`config.mk`:
```
export PLATFORM = sky130hd
export DESIGN_NAME = thread_wake_table
export DESIGN_NICKNAME = d
export VERILOG_FILES = /design/src/rtl/thread_wake_table.sv
export SDC_FILE = /design/constraint.sdc
export NUM_CORES = 1
export LEC_CHECK = 0
export ABC_AREA = 1
export BUFFER_PORTS_ARGS = -buffer_cell sky130_fd_sc_hd__buf_2
export CAP_MARGIN = 40
export CORE_ASPECT_RATIO = 2
export CORE_UTILIZATION = 65
export DETAILED_ROUTE_END_ITERATION = 8
export PLACE_DENSITY = 0.86
export SETUP_SLACK_MARGIN = 0.3
export SLEW_MARGIN = 20
export SYNTH_ARGS = -nofsm -noshare
export SYNTH_HDL_FRONTEND = slang
export SYNTH_SLANG_ARGS = --single-unit
```
`constraint.sdc`:
```
create_clock -name clk -period 4.1 [get_ports clk]
set_clock_uncertainty 0.1 [all_clocks]
set_input_delay 0.41 -clock clk [delete_from_list [all_inputs] [get_ports clk]]
set_output_delay 0.41 -clock clk [all_outputs]
set_load 0.02 [all_outputs]
```
`src/rtl/thread_wake_table.sv`:
```
module thread_wake_table #(
  parameter int NTHR = 4
) (
  input  logic                          clk,
  input  logic                          rst_n,
  input  logic [NTHR-1:0]               comm_cfg,
  input  logic                          alloc_valid,
  input  logic [$clog2(NTHR)-1:0]       alloc_tid,
  input  logic [1:0]                    alloc_kind,
  input  logic [$clog2(NTHR)-1:0]       alloc_peer,
  input  logic                          ntf_valid,
  output logic                          ntf_ready,
  input  logic                          ntf_kind,
  input  logic [$clog2(NTHR)-1:0]       ntf_src,
  input  logic [$clog2(NTHR)-1:0]       ntf_dst,
  input  logic                          perm_we,
  input  logic [$clog2(NTHR)-1:0]       perm_src,
  input  logic [$clog2(NTHR)-1:0]       perm_dst,
  input  logic                          perm_allow,
  output logic [NTHR-1:0]               ready_vec,
  output logic                          miss_req,
  output logic [$clog2(NTHR)-1:0]       miss_tid,
  output logic                          full,
  output logic                          empty,
  output logic [$clog2(NTHR+1)-1:0]     active_cnt
);
  localparam int TW = $clog2(NTHR);
  localparam int CW = $clog2(NTHR+1);
  localparam logic [1:0] K_SEND = 2'd0, K_RECV = 2'd1;

  logic [NTHR-1:0]      ev, eearly, ecomm, rdy;
  logic [1:0]           ekind [NTHR];
  logic [TW-1:0]        etid  [NTHR];
  logic [TW-1:0]        epeer [NTHR];
  logic [NTHR*NTHR-1:0] perm;
  logic                 miss_q;
  logic [TW-1:0]        mtid_q;

  logic [NTHR-1:0]      nv, nearly, ncomm, nrdy;
  logic [1:0]           nkind [NTHR];
  logic [TW-1:0]        ntid  [NTHR];
  logic [TW-1:0]        npeer [NTHR];
  logic                 nmiss;
  logic [TW-1:0]        nmt;

  function automatic logic [TW-1:0] first_set(input logic [NTHR-1:0] m);
    first_set = '0;
    for (int i = NTHR-1; i >= 0; i--)
      if (m[i]) first_set = TW'(i);
  endfunction

  assign ntf_ready  = !alloc_valid || (alloc_tid == ntf_dst);
  wire   acc        = ntf_valid && ntf_ready;
  wire   perm_ok    = perm[int'(ntf_src)*NTHR + int'(ntf_dst)];

  logic [NTHR-1:0] hit, ehit;
  always_comb begin
    for (int i = 0; i < NTHR; i++) begin
      hit[i]  = ev[i] && !eearly[i] && etid[i] == ntf_dst &&
                (ntf_kind ? ekind[i] == K_SEND
                          : (ekind[i] == 2'd2 || (ekind[i] == K_RECV && epeer[i] == ntf_src)));
      ehit[i] = ev[i] && eearly[i] && etid[i] == alloc_tid && epeer[i] == alloc_peer;
    end
  end

  wire [NTHR-1:0] free_m  = ~ev;
  wire [NTHR-1:0] comp_m  = ev & ~ecomm;
  wire            c_new   = acc ? comm_cfg[ntf_dst] : comm_cfg[alloc_tid];
  wire            slot_ok = (|free_m) || (|comp_m) || c_new;
  wire            evict   = ~|free_m;
  wire [TW-1:0]   sidx    = (|free_m) ? first_set(free_m)
                          : (|comp_m) ? first_set(comp_m) : '0;

  logic          wr, wearly;
  logic [TW-1:0] wtid, wpeer;
  logic [1:0]    wkind;

  always_comb begin
    nv = ev; nearly = eearly; ncomm = ecomm; nrdy = rdy;
    nkind = ekind; ntid = etid; npeer = epeer;
    nmiss = 1'b0; nmt = '0;
    wr = 1'b0; wearly = 1'b0; wtid = '0; wpeer = '0; wkind = K_SEND;
    if (acc) begin
      if (perm_ok) begin
        if (|hit) begin
          nv[first_set(hit)] = 1'b0;
          nrdy[ntf_dst] = 1'b1;
        end else if (!ntf_kind) begin
          wr = 1'b1; wearly = 1'b1; wtid = ntf_dst; wpeer = ntf_src; wkind = K_RECV;
        end else begin
          nmiss = 1'b1; nmt = ntf_dst;
        end
      end
    end else if (alloc_valid) begin
      if (alloc_kind == K_RECV && |ehit) begin
        nv[first_set(ehit)] = 1'b0;
      end else begin
        nrdy[alloc_tid] = 1'b0;
        wr = 1'b1; wtid = alloc_tid; wpeer = alloc_peer; wkind = alloc_kind;
      end
    end
    if (wr) begin
      if (!slot_ok) begin
        nmiss = 1'b1; nmt = wtid;
      end else begin
        if (evict) begin nmiss = 1'b1; nmt = etid[sidx]; end
        nv[sidx] = 1'b1; nearly[sidx] = wearly; ncomm[sidx] = c_new;
        nkind[sidx] = wkind; ntid[sidx] = wtid; npeer[sidx] = wpeer;
      end
    end
  end

  always_ff @(posedge clk) begin
    if (!rst_n) begin
      ev <= '0; eearly <= '0; ecomm <= '0; rdy <= '1; perm <= '0;
      miss_q <= 1'b0; mtid_q <= '0;
      for (int i = 0; i < NTHR; i++) begin
        ekind[i] <= K_SEND; etid[i] <= '0; epeer[i] <= '0;
      end
    end else begin
      ev <= nv; eearly <= nearly; ecomm <= ncomm; rdy <= nrdy;
      ekind <= nkind; etid <= ntid; epeer <= npeer;
      miss_q <= nmiss; mtid_q <= nmt;
      if (perm_we) perm[int'(perm_src)*NTHR + int'(perm_dst)] <= perm_allow;
    end
  end

  assign ready_vec  = rdy;
  assign miss_req   = miss_q;
  assign miss_tid   = mtid_q;
  assign full       = &ev;
  assign empty      = ~|ev;
  assign active_cnt = CW'($countones(rdy));
endmodule

```
After elaboration in Yosys (flattened, before gate mapping)
Cells that the tools add are included.
{"block": "totals", "regBits": 59, "latchBits": 0, "ram_bits": 0, "rom_bits": 0, "in_bits": 25, "output_inout_bits": 13, "elab_cells": 253, "n_memories": 0}
{"block": "classes", "addsub": 5, "mul": 0, "div": 0, "magnitude_cmp": 15, "eq_ne": 29, "n_shift": 0, "muxes": 110, "n_bitwise": 12, "reduce_logical": 63}
{"op": "$mux 2", "n": 49}
{"op": "$mux 4", "n": 12}
{"op": "$logic_and 1x1->1", "n": 37}
{"op": "$eq 2x2->1", "n": 17}
{"op": "$mux 1", "n": 32}
{"op": "$bwmux 8", "n": 3}
{"op": "$not 4->4", "n": 5}
{"op": "$reduce_or 4->1", "n": 5}
{"op": "$and 4x4->4", "n": 4}
{"op": "$bwmux 16", "n": 1}
{"op": "$lt 2x3->1 const B", "n": 5}
{"op": "$add 4x2->5", "n": 2}
{"op": "$demux 1 s2", "n": 5}
{"op": "$eq 2x1->1 const B", "n": 5}
{"op": "$ge 2x1->1 const B", "n": 5}
{"op": "$lt 5x5->1 const B", "n": 2}
{"op": "$bwmux 4", "n": 2}
{"op": "$eq 2x2->1 const B", "n": 4}
{"op": "$logic_not 2->1", "n": 4}
{"op": "$or 4x4->4", "n": 2}
{"op": "$reduce_and 4->1", "n": 2}
{"op": "$logic_or 1x1->1", "n": 7}
{"op": "$logic_not 1->1", "n": 6}
{"op": "$ge 5x1->1 const B", "n": 1}
{"op": "14 further kinds", "n": 17}

Depth between registers and ports, before layout
Gate-level depths: netlist of run 1.
{"block": "depth", "depth_word": 24, "ltp_mapped": 17, "mapped_depth_nobuf": 16}

Worst setup path after synthesis of run 1
OpenSTA, ideal clock, no wires.
{"block": "synth_timing", "path_type": "register -> output", "start": "reg rdy[0], in the netlist ready_vec[0]", "end": "out active_cnt[1]", "arrival_ns": 1.652, "t_required_ns": 3.590, "setup_slack_ns": 1.938, "path_stages_with_launch": 6, "n_path_buf": 0, "path_cell_list": "dfxtp_1 inv_1 fa_1 inv_1 ha_1 ha_1"}
{"block": "synth_between", "elab_chain_cells": 2}
{"item": "start, declared", "line_no": "31", "source": "logic [NTHR-1:0] ev, eearly, ecomm, rdy;"}
{"item": "start signal, assigned", "line_no": "121", "source": "ev <= nv; eearly <= nearly; ecomm <= ncomm; rdy <= nrdy;"}
{"item": "$add 1x1->2 (not written as such)", "line_no": "133", "source": "assign active_cnt = CW'($countones(rdy));"}
{"item": "$add 2x2->3 (not written as such)", "line_no": "133"}
{"item": "end, declared", "line_no": "25", "source": "output logic [$clog2(NTHR+1)-1:0] active_cnt"}
No other way between the ends.

Worst setup path after layout of run 1
Ends and elaborated chain as after synthesis.

==> qor.txt, run 1 <==
total setup buffers inserted after CTS: 0
nets: 704
CP arrival: 1.95 ns
outcome: complete, but fails checks
vias: 4461
critical path class: reg2out
Area contributors post-synth: dfxtp_1 29%, nand2_1 19%, nor2_1 7.7%
post-synthesis sequential area ratio: 0.295
#FFs+latches synth: 59
WHS Path Cells: 3
PostCTS Resize Cnt: 0
routed length per instance: 17.6 microns
Post-synth EDFFs: 0
Routability Congestion: 1.05
drc violations: 4
Yosys top cell by area: dfxtp_1
Syn Area/Cell: 6.16 sq um
Area Growth Syn to Fin: 10.2%
WL final: 13100 microns
minimum clock period: 2.46 ns
RSZ-0062 raised after global routing: false
capturing point of the worst reg2reg path: epeer[4]
CP max-delay cell: fa_1
Longest Clk Path Bufs: 2
port bufs: 37
Synth top area share: 0.295
Synth Instances: 650
layout cells sized above 1: 0.129
setup TNS: 0 ns
worst relative slew slack: 0.562
flop-to-flop setup slack: 1.75 ns
Tcrit/Tclk final: 0.600
largest net degree at the start of global routing: 33
die height: 113 microns
drt via density: 6.00
Crit. End Element: output pin
Core ar.: 5960 sq um
die area: 6500 sq um
die width: 57.5 microns
CTS tree: yes
Hold Path End: perm[15]
top post-synthesis cells by count: 204 x nand2_1, 82 x nor2_1, 67 x inv_1
fin util: 0.741
CTS Sinks: 59
Ys Warns: 0
Worst R2R Start: ev[1]
worst setup path startpoint: ready_vec[0]
final hold violations: 0
grt total ovfl: 0
synth unique cells: 41
Reg clk slew, reported paths: 0.05 ns
Slew @ Worst Pin: 0.652 ns
Num CTS Buffers: 9
violated checks: DRC
Fmax achieved: 406 MHz
cells on worst reg2reg path: 8
Syn Std Cell Area: 4010 sq um
antenna violations before repair: 0
post-synthesis net count: 678
vias in the first global route: 4414
Hold Crit Class: in2reg
share of synthesized flip-flops with an asynchronous set or reset: 0
delay of the slowest cell on the worst path: 0.53 ns
PD cells: 375 nW/um^2
All-Layer GR Usage: 0.432
Worst Setup Start Kind: flop
Ports: 38
most frequent cell after synthesis: nand2_1
global-route wire length before repair: 20800 microns
n_diodes: 0
hold wc startpoint: perm_dst[0]
Leak Pwr: 0.00211 uW
Max Slew Vio Count: 0
CP max FO: 4
initial core utilization: 0.672
Root Buffer: clkbuf_16
H-tree lvl count: 3
worst-skew pair later-pin latency: 0.33 ns
Post-CTS Hold Buffers: 0
endpoints failing setup: 0
DRT Pass-1 Iters: 9
DP HPWL: 9840 microns
crit-path cells: inv_1, fa_1, inv_1, ha_1, ha_1, buf_2
iteration-0 DRC count of the detailed router: 348
Max-Cap Viols: 0
ys flop type: dfxtp_1
Req. time, crit path: 3.59 ns
row cnt: 40
post-route ant nets: 0
worst vdd ir: 313 uV
-- worst max-delay path, delay by kind of cell, from the launching register on --
family     cells  cell delay, ns
buf+inv        3            0.29
fa+ha+maj      3            0.97
flops          1            0.36
-- cell type report --
type	instances	area [sq um]
Clock inverter	5	52.6
Fill cell	532	1540
Tap cell	63	78.8
Sequential cell	59	1180
Inverter	78	294
Clock buffer	11	243
Timing Repair Buffer	37	185
Multi-Input combinational cell	491	2380
-- sequential cells by signal, indices dropped and copies added, names as in the netlist --
name	count
epeer	8
miss_req	1
ev	4
ekind	8
etid	8
ready_vec	4
ecomm	4
miss_tid	2
eearly	4
perm	16
-- report_power, final --
part           leakage, uW  internal [uW]  total [uW]  switching (uW)
clock network     0.000145            483         749             266
registers         0.000479            595         615            20.0
logic              0.00149           83.9         292             208
total              0.00211           1160        1660             494
-- through the flow --
stage                     area [sq um]  hold slack [ns]  power (uW)  instances  worst slack, ns
after floorplan                   4010            0.329         830        650             1.94
after global placement            4120            0.347         906        728             1.48
after detailed placement          4120            0.354         912        728             1.43
after CTS                         4410            0.311        1650        744             1.63
after global routing              4410            0.324        1710        744             1.52
final                             4410            0.312        1660        744             1.64
-- per-layer routing --
metal  global-route usage  up-vias  share of wire
li1                     -     2148              -
met1                0.408     2013           0.32
met2                0.763      218           0.52
met3               0.0720       82          0.059
met4                0.387        0           0.10
met5                    0        -              0
-- kinds of logic (layout without fill, tap and decap cells) --
logic type	Yosys count	in the layout	synth area share
AOI/OAI and AO/OA	95	95	0.128
buffers and inverters	100	131	0.112
and+or+nand+nor	389	389	0.445
xor gates and xnor gates	4	4	0.00875
DFF	59	59	0.295
adders and majority gates	3	3	0.0112
-- layout by cell type, fill, tap and decap left out, drive strengths merged, types with 2 or more instances in the layout --
cell / instances
dfxtp: 59
o22ai: 3
o21ai: 46
inv: 76
xnor2: 3
nor3: 6
clkinv: 5
a21oi: 38
nand4: 32
nor2: 85
clkbuf: 11
nand3: 46
buf: 37
ha: 2
nand2: 217
o211ai: 5
-- how the worst max path moves through the flow --
stage / endpoint / depth (start not counted)
2_1_floorplan: active_cnt[1] / 5
3_3_place_gp: epeer[4] / 16
3_5_place_dp: epeer[4] / 16
4_1_cts: active_cnt[1] / 6
5_1_grt: epeer[4] / 16
6_report: active_cnt[1] / 6
(Power assumes the default switching activity.)
==> run 2, diff against run 1 <==
--- a/config.mk
+++ b/config.mk
@@ -5,13 +5,13 @@
 export SDC_FILE = /design/constraint.sdc
 export NUM_CORES = 1
 export LEC_CHECK = 0
-export ABC_AREA = 1
+export ABC_AREA = 0
 export BUFFER_PORTS_ARGS = -buffer_cell sky130_fd_sc_hd__buf_2
 export CAP_MARGIN = 40
 export CORE_ASPECT_RATIO = 2
-export CORE_UTILIZATION = 65
+export CORE_UTILIZATION = 59
 export DETAILED_ROUTE_END_ITERATION = 8
-export PLACE_DENSITY = 0.86
+export PLACE_DENSITY = 0.8
 export SETUP_SLACK_MARGIN = 0.3
 export SLEW_MARGIN = 20
 export SYNTH_ARGS = -nofsm -noshare
==> constraint.sdc (replaced) <==
create_clock -name clk -period 2.4 [get_ports clk]
set_clock_uncertainty 0.1 [all_clocks]
set_input_delay 0.24 -clock clk [delete_from_list [all_inputs] [get_ports clk]]
set_output_delay 0.24 -clock clk [all_outputs]
set_load 0.02 [all_outputs]
==> qor.txt, run 2 <==
WHS Path Cells: 3 (unchanged)
flop-to-flop setup slack: -0.06 ns (-1.81 ns)
largest net degree at the start of global routing: 47 (+42%)
nets: 528 (-25%)
final worst slack: -0.0637 ns (-1.70 ns)
Syn Area/Cell: 8.91 sq um (+45%)
Reg clk slew, reported paths: 0.05 ns (about the same)
Slew @ Worst Pin: 0.563 ns (-0.0885 ns)
die area: 6440 sq um (-0.93%)
Worst Setup Start Kind: flop
Num CTS Buffers: 9 (unchanged)
fin util: 0.847 (+0.107)
DRT Pass-1 Iters: 7 (-2)
port bufs: 37 (unchanged)
Switch Pwr: 754 uW (+53%)
commonest non-fill, non-tap cell in the layout: buf_4
drt via density: 6.60 (+10%)
post-route ant nets: 0 (unchanged)
worst slack, placed: -0.185 ns (-1.62 ns)
post-synthesis sequential area ratio: 0.328 (+0.0331)
Largest Register: perm
All-Layer GR Usage: 0.415 (-0.0165)
Max Slew Vio Count: 0 (unchanged)
outcome: complete, but fails checks
worst relative slew slack: 0.624 (+0.0624)
RSZ-0062 raised after global routing: true
cells on worst reg2reg path: 10 (+2)
die width: 57.2 microns (-0.46%)
iteration-0 DRC count of the detailed router: 269 (-23%)
WL final: 12700 microns (-2.9%)
share of synthesized flip-flops with an asynchronous set or reset: 0 (unchanged)
Hold Crit Class: in2reg
#FFs+latches synth: 59 (unchanged)
Ports: 38 (unchanged)
Synth top area share: 0.328 (+0.0331)
n_diodes: 0 (unchanged)
max reg flops: 16 (unchanged)
antenna violations before repair: 0 (unchanged)
Syn Std Cell Area: 3600 sq um (-10%)
worst-skew pair later-pin latency: 0.35 ns (+0.02 ns)
Yosys top cell by area: dfxtp_1
most frequent cells in the layout: 59 x buf_4, 49 x nand2_1, 42 x dfxtp_1, 39 x mux2i_1, 35 x buf_2
Placed Area: 4200 sq um (+2.1%)
worst vdd ir: 821 uV (+160%)
vias in the first global route: 3867 (-12%)
Ys Warns: 0 (unchanged)
total design power: 2760 uW (+67%)
Fmax achieved: 406 MHz
post-synthesis net count: 432 (-36%)
CP max FO: 7 (+3)
minimum clock period: 2.46 ns
violated checks: setup timing
ys flop type: dfxtp_1
most frequent cell after synthesis: dfxtp_1
Crit. End Element: flop
Routability Congestion: 0.981 (-6.5%)
PD cells: 561 nW/um^2 (+49%)
CTS tree: yes
Seq pwr share: 0.370 (about the same)
Req. time, crit path: 2.55 ns (-1.04 ns)
critical path class: reg2reg
H-tree lvl count: 3 (unchanged)
top post-synthesis cells by count: 59 x dfxtp_1, 50 x nand2_1, 39 x mux2i_1
final hold violations: 0 (unchanged)
Longest Clk Path Bufs: 2 (unchanged)
Tcrit/Tclk final: 1.03
internal cell power: 2010 uW (+73%)
global-route wire length before repair: 19700 microns (-5.6%)
row cnt: 39 (-2.5%)
synth unique cells: 65 (+59%)
final hold slack: 0.177 ns (-0.135 ns)
routed length per instance: 22.5 microns (+28%)
Sw Share: 0.273 (-0.0254)
Area contributors post-synth: dfxtp_1 33%, mux2i_1 11%, xor2_1 6.1%
Root Buffer: clkbuf_16
drc violations: 0 (-4)
initial core utilization: 0.620 (-0.0524)
Post-synth EDFFs: 0 (unchanged)
Leak Pwr: 0.00211 uW (+0.12%)
Post-CTS Hold Buffers: 0 (unchanged)
CTS Sinks: 59 (unchanged)
layout cells sized above 1: 0.403 (+0.274)
grt total ovfl: 0 (unchanged)
Max-Cap Viols: 0 (unchanged)
die height: 112 microns (-0.47%)
vias: 3731 (-16%)
post-route cell area: 4920 sq um (+12%)
Core ar.: 5810 sq um (-2.5%)
endpoints failing setup: 16 (+16)
Area Growth Syn to Fin: 36.7%
DP HPWL: 8240 microns (-16%)
CP arrival: 2.62 ns (+0.67 ns)
clock share of power: 0.450 (-0.002)
Synth Instances: 404 (-38%)
Gate power share: 0.181 (+0.005)
-- run 2: cell count changes after synthesis, moves of 10 or more --
cell	previous run	this run
a21oi_1	37	17
inv_1	67	22
mux2i_1	0	39
nand2_1	204	50
nand2_2	10	0
nand3_1	42	2
nand4_1	31	7
nor2_1	82	28
nor3_1	3	13
o21ai_0	36	10
xor2_1	1	25
-- run 2: power by group through the flow --
stage / registers, uW / clock network (uW) / logic (uW)
floorplan: 1040 / 0 / 259
global placement: 1040 / 0 / 401
detailed placement: 1040 / 0 / 407
CTS: 1020 / 1230 / 453
global route: 1020 / 1300 / 522
finish: 1020 / 1240 / 499
-- run 2: per-stage QoR --
step	TNS, ns	cells
2_1_floorplan	0	404
3_5_place_dp	-3.77	534
4_1_cts	0	560
5_1_grt	-3.06	565
3_3_place_gp	-2.55	534
6_report	-0.514	565
-- run 2: per-layer routing --
metal  routed length, microns  GRT usage  vias up  share of wire
li1                         -          -     1634              -
met1                     4120      0.397     1771           0.32
met2                     6570      0.704      224           0.52
met3                      807     0.0956      102          0.063
met4                     1210      0.390        0          0.095
met5                        0          0        -              0
-- run 2: worst paths after layout --
check | from | end
min | perm_allow | perm[5]
min reg2reg | perm[8] | perm[8]
max reg2reg | epeer[1] | etid[2]
max | epeer[1] | etid[2]
-- run 2: repair_timing --
action	in CTS	in global routing
gates cloned	1	0
pin swaps	29	15
gates resized for setup	55	21
endpoints found under the setup margin	45	46
setup buffers	10	5
-- run 2: worst max-delay path, stage by stage (launching register included) --
cell and delay (ns):
dfxtp_2 0.33, buf_6 0.12, xor2_2 0.16, nor3_2 0.20
nand4_1 0.29, a41oi_2 0.34, nor2_2 0.09, buf_12 0.16
o21ai_4 0.22, buf_12 0.16, mux2i_1 0.20
-- run 2: logic make-up after synthesis --
kind of cell             synth area share
multiplexers                        0.146
AND/OR/NAND/NOR                     0.189
buffers and inverters              0.0632
flip-flops                          0.328
adder cells (fa/ha/maj)            0.0125
XOR/XNOR                           0.0876
AO/OA/AOI/OAI                       0.173
-- run 2: area by class of cell --
class                   instances  area, sq um
well taps                      61         76.3
repair buffers                109          822
flip-flops and latches         59         1200
clock inverters                 3         40.0
multi-input cells             299         2460
clock buffers                  12          236
fillers                       304          886
inverters                      22         82.6
